$ cat src/rtl/bta_pkg.sv
package bta_pkg;
  localparam int CODE_W = 2;

  typedef enum logic [CODE_W-1:0] {
    TERM_NORMAL = 2'b00,
    TERM_BERR   = 2'b01,
    TERM_RETRY  = 2'b10
  } term_code_e;

  typedef enum logic [1:0] {
    ST_IDLE   = 2'b00,
    ST_ACTIVE = 2'b01,
    ST_LATE   = 2'b10
  } fsm_state_e;

  typedef struct packed {
    logic ack;
    logic berr;
    logic halt;
  } bus_status_t;
endpackage

$ cat src/rtl/bta_status_decode.sv
module bta_status_decode
  import bta_pkg::*;
#(
  parameter bit ACTIVE_LOW = 1'b1
) (
  input  logic        ack_in,
  input  logic        berr_in,
  input  logic        halt_in,
  output bus_status_t stat,
  output logic        quiet
);
  generate
    if (ACTIVE_LOW) begin : g_low
      assign stat.ack  = ~ack_in;
      assign stat.berr = ~berr_in;
      assign stat.halt = ~halt_in;
    end else begin : g_high
      assign stat.ack  = ack_in;
      assign stat.berr = berr_in;
      assign stat.halt = halt_in;
    end
  endgenerate

  // Bus is quiet only when no slave drives any status line.
  assign quiet = ~(stat.ack | stat.berr | stat.halt);
endmodule

$ cat src/rtl/bta_term_fsm.sv
module bta_term_fsm
  import bta_pkg::*;
(
  input  logic              clk,
  input  logic              rst_n,
  input  logic              start_req,
  input  bus_status_t       stat,
  input  logic              quiet,
  output logic              busy,
  output logic              term_now,
  output term_code_e        code_now,
  output logic              done,
  output logic [CODE_W-1:0] code,
  output logic              data_invalid
);
  fsm_state_e state_q, state_d;

  // Decide the outcome at this edge from phase and sampled status.
  always_comb begin
    state_d  = state_q;
    term_now = 1'b0;
    code_now = TERM_NORMAL;
    unique case (state_q)
      ST_IDLE: begin
        if (start_req && quiet) state_d = ST_ACTIVE;
      end
      ST_ACTIVE: begin
        if (stat.berr && stat.halt) begin
          term_now = 1'b1;
          code_now = TERM_RETRY;
        end else if (stat.berr) begin
          term_now = 1'b1;
          code_now = TERM_BERR;
        end else if (stat.ack && !stat.halt) begin
          state_d = ST_LATE;
        end
      end
      ST_LATE: begin
        term_now = 1'b1;
        if (stat.berr && stat.halt)  code_now = TERM_RETRY;
        else if (stat.berr)          code_now = TERM_BERR;
        else                         code_now = TERM_NORMAL;
      end
      default: state_d = ST_IDLE;
    endcase
    if (term_now) state_d = ST_IDLE;
  end

  always_ff @(posedge clk or negedge rst_n) begin
    if (!rst_n) begin
      state_q      <= ST_IDLE;
      done         <= 1'b0;
      code         <= TERM_NORMAL;
      data_invalid <= 1'b0;
    end else begin
      state_q      <= state_d;
      done         <= term_now;
      code         <= term_now ? code_now : TERM_NORMAL;
      data_invalid <= term_now && (code_now != TERM_NORMAL);
    end
  end

  assign busy = (state_q != ST_IDLE);

  p_done_one_clk_r9: assert property (@(posedge clk) disable iff (!rst_n)
    done |=> !done);
  p_code_idle_zero_r9: assert property (@(posedge clk) disable iff (!rst_n)
    !done |-> code == TERM_NORMAL);
  p_normal_valid_r8: assert property (@(posedge clk) disable iff (!rst_n)
    (done && code == TERM_NORMAL) |-> !data_invalid);
  p_start_quiet_r2: assert property (@(posedge clk) disable iff (!rst_n)
    $rose(busy) |-> $past(quiet));
  p_normal_after_window_r4: assert property (@(posedge clk) disable iff (!rst_n)
    (done && code == TERM_NORMAL) |-> $past(state_q == ST_LATE));
  p_berr_never_normal_r7: assert property (@(posedge clk) disable iff (!rst_n)
    (busy && stat.berr) |=> (done && code != TERM_NORMAL));
endmodule

$ cat src/rtl/bta_exc_ctrl.sv
module bta_exc_ctrl
  import bta_pkg::*;
(
  input  logic       clk,
  input  logic       rst_n,
  input  logic       term_now,
  input  term_code_e code_now,
  input  logic       defer,
  input  logic       release_in,
  output logic       exc_req,
  output logic       exc_pending
);
  logic berr_term, rel_fire;

  assign berr_term = term_now && (code_now == TERM_BERR);
  assign rel_fire  = release_in && exc_pending;

  always_ff @(posedge clk or negedge rst_n) begin
    if (!rst_n) begin
      exc_req     <= 1'b0;
      exc_pending <= 1'b0;
    end else begin
      exc_req <= (berr_term && !defer) || rel_fire;
      if (berr_term && defer) exc_pending <= 1'b1;
      else if (rel_fire)      exc_pending <= 1'b0;
    end
  end

  p_exc_has_cause_r10: assert property (@(posedge clk) disable iff (!rst_n)
    exc_req |-> $past(berr_term && !defer) || $past(release_in && exc_pending));
  p_no_exc_on_retry_r10: assert property (@(posedge clk) disable iff (!rst_n)
    (term_now && code_now == TERM_RETRY && !exc_pending) |=> !exc_req);
  p_pending_cleared_r11: assert property (@(posedge clk) disable iff (!rst_n)
    (release_in && exc_pending && !berr_term) |=> (exc_req && !exc_pending));
endmodule

$ cat src/rtl/bus_term_arbiter.sv
module bus_term_arbiter
  import bta_pkg::*;
#(
  parameter bit STATUS_ACTIVE_LOW = 1'b1
) (
  input  logic              clk,
  input  logic              rst_n,
  input  logic              cyc_start,
  input  logic              ack_n,
  input  logic              berr_n,
  input  logic              halt_n,
  input  logic              defer_exc,
  input  logic              exc_release,
  output logic              cyc_busy,
  output logic              cyc_done,
  output logic [CODE_W-1:0] term_code,
  output logic              data_invalid,
  output logic              exc_req,
  output logic              exc_pending
);
  bus_status_t stat;
  logic        quiet;
  logic        term_now;
  term_code_e  code_now;

  bta_status_decode #(.ACTIVE_LOW(STATUS_ACTIVE_LOW)) u_decode (
    .ack_in (ack_n),
    .berr_in(berr_n),
    .halt_in(halt_n),
    .stat   (stat),
    .quiet  (quiet)
  );

  bta_term_fsm u_fsm (
    .clk         (clk),
    .rst_n       (rst_n),
    .start_req   (cyc_start),
    .stat        (stat),
    .quiet       (quiet),
    .busy        (cyc_busy),
    .term_now    (term_now),
    .code_now    (code_now),
    .done        (cyc_done),
    .code        (term_code),
    .data_invalid(data_invalid)
  );

  bta_exc_ctrl u_exc (
    .clk        (clk),
    .rst_n      (rst_n),
    .term_now   (term_now),
    .code_now   (code_now),
    .defer      (defer_exc),
    .release_in (exc_release),
    .exc_req    (exc_req),
    .exc_pending(exc_pending)
  );

  p_busy_drops_with_done_r9: assert property (@(posedge clk) disable iff (!rst_n)
    cyc_done |-> !cyc_busy);
  p_immediate_exc_r10: assert property (@(posedge clk) disable iff (!rst_n)
    (cyc_done && term_code == TERM_BERR && !$past(defer_exc)) |-> exc_req);
endmodule

$ cat config.mk
export PLATFORM = sky130hd
export DESIGN_NAME = bus_term_arbiter
export DESIGN_NICKNAME = d
export VERILOG_FILES = /design/src/rtl/bta_pkg.sv /design/src/rtl/bta_status_decode.sv /design/src/rtl/bta_term_fsm.sv /design/src/rtl/bta_exc_ctrl.sv /design/src/rtl/bus_term_arbiter.sv
export SDC_FILE = /design/constraint.sdc
export NUM_CORES = 1
export LEC_CHECK = 0
export ABC_AREA = 1
export BUFFER_PORTS_ARGS = -buffer_cell sky130_fd_sc_hd__buf_2
export CORE_AREA = 2 2 39 41
export CTS_CLUSTER_SIZE = 24
export DETAILED_ROUTE_END_ITERATION = 8
export DIE_AREA = 0 0 41 43
export PLACE_DENSITY = 0.59
export SLEW_MARGIN = 25
export SYNTH_ARGS = -nofsm -noshare
export SYNTH_HDL_FRONTEND = slang
export SYNTH_SLANG_ARGS = --single-unit
$ cat constraint.sdc
create_clock -name clk -period 1.45 [get_ports clk]
set_input_delay 0.0725 -clock clk [delete_from_list [all_inputs] [get_ports clk]]
set_output_delay 0.0725 -clock clk [all_outputs]
set_load 0.01 [all_outputs]
After elaboration in Yosys (flattened, before gate mapping) --
Cells that the tools add are included.
Storage, ports and cells: output and inout port bits 7, logic and storage cells 51, bits in registers 8
Cells by class: equality and inequality tests 8, reductions and logical operators 16, bitwise gates (word level) 6, mux-type cells 15
Operators with widths (count):
- $mux 2 | 8
- $logic_and 1x1->1 | 8
- $ne 3x1->1 const B | 2
- $ne 3x2->1 const B | 2
- $pmux 2 s3 | 1
- $reduce_bool 2->1 | 3
- $mux 1 | 5
- $reduce_and 5->1 | 1
- $eq 2x1->1 const B | 2
- $not 1->1 | 4
- $eq 2x2->1 const B | 1
- $logic_not 2->1 | 1
- $ne 2x1->1 const B | 1
- $or 1x1->1 | 2
- $pmux 1 s2 | 1
- $reduce_or 2->1 | 1
- $logic_not 1->1 | 1
- $logic_or 1x1->1 | 1

Logic depth before layout (Yosys ltp) --
Gate-level depths: netlist (run 1).
depth after elaboration 8, gate-level depth with buffers 9, mapped depth without buffers 9

Cells and area by module --
A second synthesis (run 1) with hierarchy kept.
Second synthesis, totals: cell total of the unflattened synthesis 53, area total of the unflattened synthesis 439.2 um^2
Modules (own cells, without submodules):
- bta_term_fsm | cells an instance 36, area an instance 327.8 um^2, seq. area each 150.1 um^2, instances 1
- bta_exc_ctrl | cells an instance 12, area an instance 90.1 um^2, seq. area each 50.0 um^2, instances 1
- bta_status_decode | cells an instance 5, area an instance 21.3 um^2, seq. area each 0.0 um^2, instances 1

Least setup slack after synthesis (run 1) --
Ideal clock, no wire load.
path kind register to register, from register u_fsm.state_q[1], to register u_fsm.state_q[0], arrival 1.065 ns, path slack 0.269 ns, stages on the path, launching flop included 10, required time 1.334 ns, cell sequence dfrtp_1 > inv_1 > ha_1 > inv_1 > a21oi_1 > nor2_2 > nand2_2 > nand2_1 > nand2_1 > nand2_1
On the way: word-level cells in the longest chain between the ends 4
Ends and longest elaborated chain:
- start, declared | line bta_term_fsm.sv:16 | fsm_state_e state_q, state_d;
- start signal, assigned | line bta_term_fsm.sv:56 | state_q <= state_d;
- $eq 2x2->1 / $eq 2x1->1 (equally long branches) | line bta_term_fsm.sv:23 | unique case (state_q)
- $pmux 1 s2 | line bta_term_fsm.sv:23
- $ne 3x1->1 (no line), or another cell as far along
- $reduce_and 5->1 (no line)
Parallel ways exist; a longest one is shown, timed or not. A chain may end at the register's enable or synchronous reset.

Worst setup path in the final report (run 1) --
Ends and elaborated chain as after synthesis.

==> results of run 1 <==
-- what timing repair did --
item,4_1_cts,5_1_grt
setup endpoints to repair,0,2
hold endpoints to repair,8,0
hold buffers,1,0
gates resized for setup,0,1
-- state kept, by name, indices dropped and copies added, names as in the netlist --
signal,flops
u_exc.exc_pending,1
u_exc.exc_req,1
u_fsm.code,2
u_fsm.data_invalid,1
u_fsm.done,1
u_fsm.state_q,2
-- routing by layer --
layer  GRT usage (%)  part of all wire [%]  vias up
met3            1.57                   7.0        4
met1            14.0                    42      150
met2            17.8                    47       15
met4            14.0                   3.0        0
li1                -                     -      172
met5               0                     0        -
-- worst paths after layout --
kind / end / slack [ns] / cells past startpoint
worst max-delay path: u_fsm.state_q[0] / 0.13 / 9
worst min-delay path: u_exc.exc_pending / 0.002 / 2
worst max register to register: u_fsm.state_q[0] / 0.13 / 9
worst min register to register: u_exc.exc_req / 0.51 / 2
max in group asynchronous: u_exc.exc_pending / 1.09 / 2
min in group asynchronous: u_fsm.done / 0.18 / 2
-- metrics by stage --
stage	setup slack, ns	hold slack, ns	power [uW]	std cells	instance area [um2]
6_report	0.128	0.00223	936	78	533
5_1_grt	0.00572	0.00895	1030	78	533
4_1_cts	0.111	0.000655	943	78	531
3_5_place_dp	0.127	-0.0714	761	74	498
3_3_place_gp	0.188	-0.0728	745	74	498
2_1_floorplan	0.269	-0.223	629	44	408
-- worst register-to-register path, cell delays in order, from the launching register on --
cell	delay, ns
dfrtp_1	0.39
inv_1	0.11
ha_2	0.22
inv_1	0.05
a21oi_1	0.15
nor2_2	0.06
nand2_2	0.07
nand2_1	0.05
nand2_1	0.05
nand2_1	0.05
-- report_power, final --
group / leakage, uW / switching (uW) / internal [uW] / total [uW]
logic: 0.000192 / 286 / 173 / 459
registers: 0.000108 / 24.5 / 277 / 302
clock network: 0.0000138 / 80.8 / 95.1 / 176
total: 0.000313 / 391 / 545 / 936
-- layout by cell type (no fill, tap or decap) --
master / n
a21oi_1: 1
buf_2: 14
clkbuf_4: 3
dfrtp_1: 8
dlygate4sd3_1: 1
ha_1: 3
ha_2: 1
inv_1: 8
inv_2: 1
nand2_1: 7
nand2_2: 2
nand2_4: 2
nand3_1: 4
nand4_1: 1
nor2_1: 2
nor2_2: 1
nor3_1: 1
o21ai_1: 1
o31ai_1: 1
-- kinds of logic after synthesis --
group,count (synthesis),share of synthesized area [%]
and+or+nand+nor,20,26.1
adders and majority gates,4,12.3
buffers and inverters,9,8.28
AOI/OAI and AO/OA,3,4.29
DFF,8,49.1
-- final cells by class --
cell class / count / area (um2)
repair buffers: 15 / 80.1
multi-input cells: 27 / 176
clock buffers: 3 / 22.5
inverters: 9 / 33.8
well taps: 16 / 20.0
fillers: 149 / 851
flip-flops and latches: 8 / 200
==> results.json, run 1 <==
{
  "syn_to_final_growth_pct": 30.7,
  "ys_types": 15,
  "crit_top_cell": "nand2_1",
  "setup_violations": 0,
  "finalHoldViolations": 0,
  "rsz0062_at_grt": "false",
  "synthArstFlopShare_pct": 100,
  "synth_edf_count": 0,
  "synth_area_leaders": "dfrtp_1 49%, ha_1 12%, inv_1 7.4%",
  "final_layout_size_suffix_gt1_share_pct": 38.7,
  "cp_max_fo": 3,
  "slew_viol_final": 0,
  "wire_per_inst_um": 10.7,
  "portBuffers": 14,
  "crit_path_end_kind": "flip-flop",
  "die_x_um": 41,
  "slew_headroom_pct": 87.3,
  "dpl.hpwl_um": 662,
  "start_util_pct": 29.5,
  "start_kind": "flip-flop",
  "synth_top_cell_by_area": "dfrtp_1",
  "grt_usage_pct": 12.5,
  "period_needed_ns": 1.32,
  "syn_avg_cell_area_um2": 9.27,
  "grt_pass1_vias": 316,
  "numCtsBuffers": 3,
  "synth_nets": 56,
  "holdCritStartpoint": "exc_release",
  "grt_pass1_wl_mm": 1.36,
  "synth_top_area_share_pct": 49.1,
  "worst_slew_pin_slew_ns": 0.188,
  "core_area_um2": 1380,
  "grt_max_degree": 9,
  "synth-main-ff-cell": "dfrtp_1",
  "critical-path-top-delay-family": "flip-flops",
  "cts_max_level": 1,
  "utilization_pct": 38.5,
  "irDropWorstVdd_v": 0.000566,
  "slowest_stage": "dfrtp_1",
  "fin_nets": 76,
  "p_per_area_nw_per_um2": 1760,
  "ios": 15,
  "drc_errors": 0,
  "synth_warnings": 0,
  "crit_buf_inv": 2,
  "drt-initial-drc-count": 10,
  "num_rows": 14,
  "finalClockSkew_ns": 0.00719,
  "drt-total-wl_um": 833,
  "cts_sinks": 8,
  "antenna_cells": 0,
  "fmax_mhz": 756,
  "finalSetupTns_ns": 0,
  "gp_congestion": 0.761,
  "p_leak_uw": 0.000313,
  "crit_path_start": "u_fsm.state_q[1]",
  "crit_chain": "inv_1, ha_2, inv_1, a21oi_1, nor2_2, nand2_2, nand2_1, nand2_1, nand2_1",
  "synth_seq_cells": 8,
  "yosysSeqAreaShare_pct": 49.1,
  "cts_tree": "done",
  "arrival_ns": 1.47,
  "die_y_um": 43,
  "vias_per_cell": 4.37,
  "crit_required_ns": 1.59,
  "syn_inst": 44,
  "drt_pass1_iterations": 4,
  "status": "complete, no violations",
  "slowest_delay_ns": 0.39,
  "synth_area_um2": 408,
  "clkLatencyLatePin_ns": 0.26,
  "clockBufferDepth": 2,
  "crit_type": "flip-flop to flip-flop",
  "synth_top_cells_by_count": "8 x dfrtp_1, 8 x inv_1, 7 x nand2_1, 4 x ha_1, 4 x nand3_1",
  "post-cts-setup-buffers": 0,
  "drv_cap": 0,
  "via_count": 341,
  "path_clk_slew_ns": 0.06,
  "ant_nets": 0,
  "reg2reg_from": "u_fsm.state_q[1]",
  "dieArea_um2": 1760,
  "grt.overflow.total": 0,
  "clockRootBuffer": "clkbuf_4",
  "min_path_type": "input port to flip-flop",
  "finalCritPeriodShare_pct": 91.2,
  "antenna_found_initial": 0
}
No activity file was read; power rests on OpenSTA's default activity.
==> inputs of run 2 (changes only) <==
==> constraint.sdc (replaced) <==
create_clock -name clk -period 1.6 [get_ports clk]
set_input_delay 0.08 -clock clk [delete_from_list [all_inputs] [get_ports clk]]
set_output_delay 0.08 -clock clk [all_outputs]
set_load 0.01 [all_outputs]
==> run 2 against run 1 <==
Combinational power decreased by 14%. Critical endpoint unchanged. Fmax increased by 1.0%. Flip-flop and latch count unchanged. Setup slack improved by 0.16 ns. Die area unchanged. Clock-buffer cell count unchanged. Power decreased by 12%. Cell count unchanged. Clock skew decreased by 0.0070 ns.
==> results.json, run 2 (synthesis gave the netlist of run 1 again) <==
{
  "drt_pass1_iterations": 3,
  "wire_per_inst_um": 9.85,
  "hold_slack_ns": 0.00867,
  "setup_violations": 0,
  "crit_path_start": "u_fsm.state_q[1]",
  "final_layout_size_suffix_gt1_share_pct": 37.1,
  "irDropWorstVdd_v": 0.000494,
  "finalWorstSetupSlack_ns": 0.292,
  "reg2reg_from": "u_fsm.state_q[1]",
  "holdPathEnd": "u_exc.exc_pending",
  "cts_sinks": 8,
  "antenna_cells": 0,
  "slew_viol_final": 0,
  "vias_per_cell": 4.38,
  "path_clk_slew_ns": 0.05,
  "hold_path_depth": 2,
  "clockBufferDepth": 2,
  "finalHoldViolations": 0,
  "drt-total-wl_um": 768,
  "antenna_found_initial": 0,
  "fillers": 155,
  "holdCritStartpoint": "exc_release",
  "rsz0062_at_grt": "false",
  "dieArea_um2": 1760,
  "crit_type": "flip-flop to flip-flop",
  "finalCritPeriodShare_pct": 81.8,
  "crit_chain": "inv_1, ha_1, inv_1, a21oi_1, nor2_2, nand2_2, nand2_1, nand2_1, nand2_1",
  "crit_top_cell": "nand2_1",
  "period_needed_ns": 1.31,
  "layout_common_cells": "14 x buf_2, 8 x inv_1, 8 x dfrtp_1, 7 x nand2_1",
  "grt_usage_pct": 12.4,
  "crit_required_ns": 1.74,
  "core_area_um2": 1380,
  "start_util_pct": 29.5,
  "syn_to_final_growth_pct": 30.1,
  "p_per_area_nw_per_um2": 1550,
  "post-cts-setup-buffers": 0,
  "dpl_cell_area_um2": 498,
  "p_leak_uw": 0.000315,
  "grt_max_degree": 9,
  "clockRootBuffer": "clkbuf_4",
  "worst_slew_pin_slew_ns": 0.194,
  "min_path_type": "input port to flip-flop",
  "clkLatencyLatePin_ns": 0.25,
  "dp_slack_ns": 0.310,
  "finalClockSkew_ns": 0.000146,
  "cp_max_fo": 3,
  "status": "complete, no violations",
  "ant_nets": 0,
  "fin_nets": 76,
  "die_x_um": 41,
  "finalSetupTns_ns": 0,
  "final_common_cell": "buf_2",
  "crit_path_end_kind": "flip-flop",
  "slew_headroom_pct": 86.9,
  "r2r_end": "u_fsm.state_q[0]",
  "ios": 15,
  "via_count": 342,
  "num_rows": 14,
  "start_kind": "flip-flop",
  "grt_pass1_vias": 330,
  "cts_tree": "done",
  "portBuffers": 14,
  "slowest_delay_ns": 0.40,
  "gp_congestion": 0.797,
  "design_area_um2": 531,
  "top_regs": "u_fsm.code (2), u_fsm.state_q (2)",
  "power_uw": 824,
  "die_y_um": 43,
  "drc_errors": 0,
  "grt.overflow.total": 0,
  "numCtsBuffers": 3,
  "drt-initial-drc-count": 4,
  "r2r_cells": 9,
  "drv_cap": 0,
  "dpl.hpwl_um": 617,
  "slowest_stage": "dfrtp_1",
  "r2r_slack_ns": 0.29,
  "grt_pass1_wl_mm": 1.39,
  "fmax_mhz": 764,
  "arrival_ns": 1.45,
  "cts_max_level": 1
}
==> run 2: final cells by class <==
| cell class | count | area, um2 | area share [%] |
|---|---|---|---|
| flip-flops and latches | 8 | 200 | 37.7 |
| multi-input cells | 27 | 174 | 32.8 |
| repair buffers | 15 | 80.1 | 15.1 |
| inverters | 9 | 33.8 | 6.37 |
| clock buffers | 3 | 22.5 | 4.25 |
| well taps | 16 | 20.0 | 3.77 |
==> run 2: what timing repair did <==
action,in CTS,in global routing
gates resized for setup,0,0
endpoints found under the setup margin,0,0
hold buffers,1,0
hold endpoints to repair,8,0
==> run 2: worst max-delay path: cells and delay by family (launching register included) <==
kind | cells | cell delay [ns]
buffers and inverters | 2 | 0.16
DFF | 1 | 0.40
and+or+nand+nor | 5 | 0.28
AOI/OAI and AO/OA | 1 | 0.14
adders and majority gates | 1 | 0.22
==> run 2: through the flow <==
| stage | instances | util (%) |
|---|---|---|
| global placement | 74 | 36.0 |
| global route | 78 | 38.3 |
| detailed placement | 74 | 36.0 |
| CTS | 78 | 38.3 |
| finish | 78 | 38.3 |
| floorplan | 44 | - |
==> run 2: routing by layer <==
metal  global-route usage [%]  routed length (um)
met1                     14.1                 307
met2                     17.5                 381
met4                     12.0                  14
met5                        0                   0
met3                     3.14                  65
==> run 2: report_power, final <==
group / internal, uW / switching, uW
Sequential: 251 / 25.2
Clock: 85.7 / 67.3
Combinational: 151 / 244
Total: 488 / 337
==> run 2: worst max path at each step <==
stage / end / cells past startpoint
5_1_grt: u_fsm.state_q[0] / 9
3_5_place_dp: u_fsm.state_q[0] / 9
6_report: u_fsm.state_q[0] / 9
2_1_floorplan: u_fsm.state_q[0] / 9
3_3_place_gp: u_exc.exc_pending / 6
4_1_cts: u_fsm.state_q[0] / 9
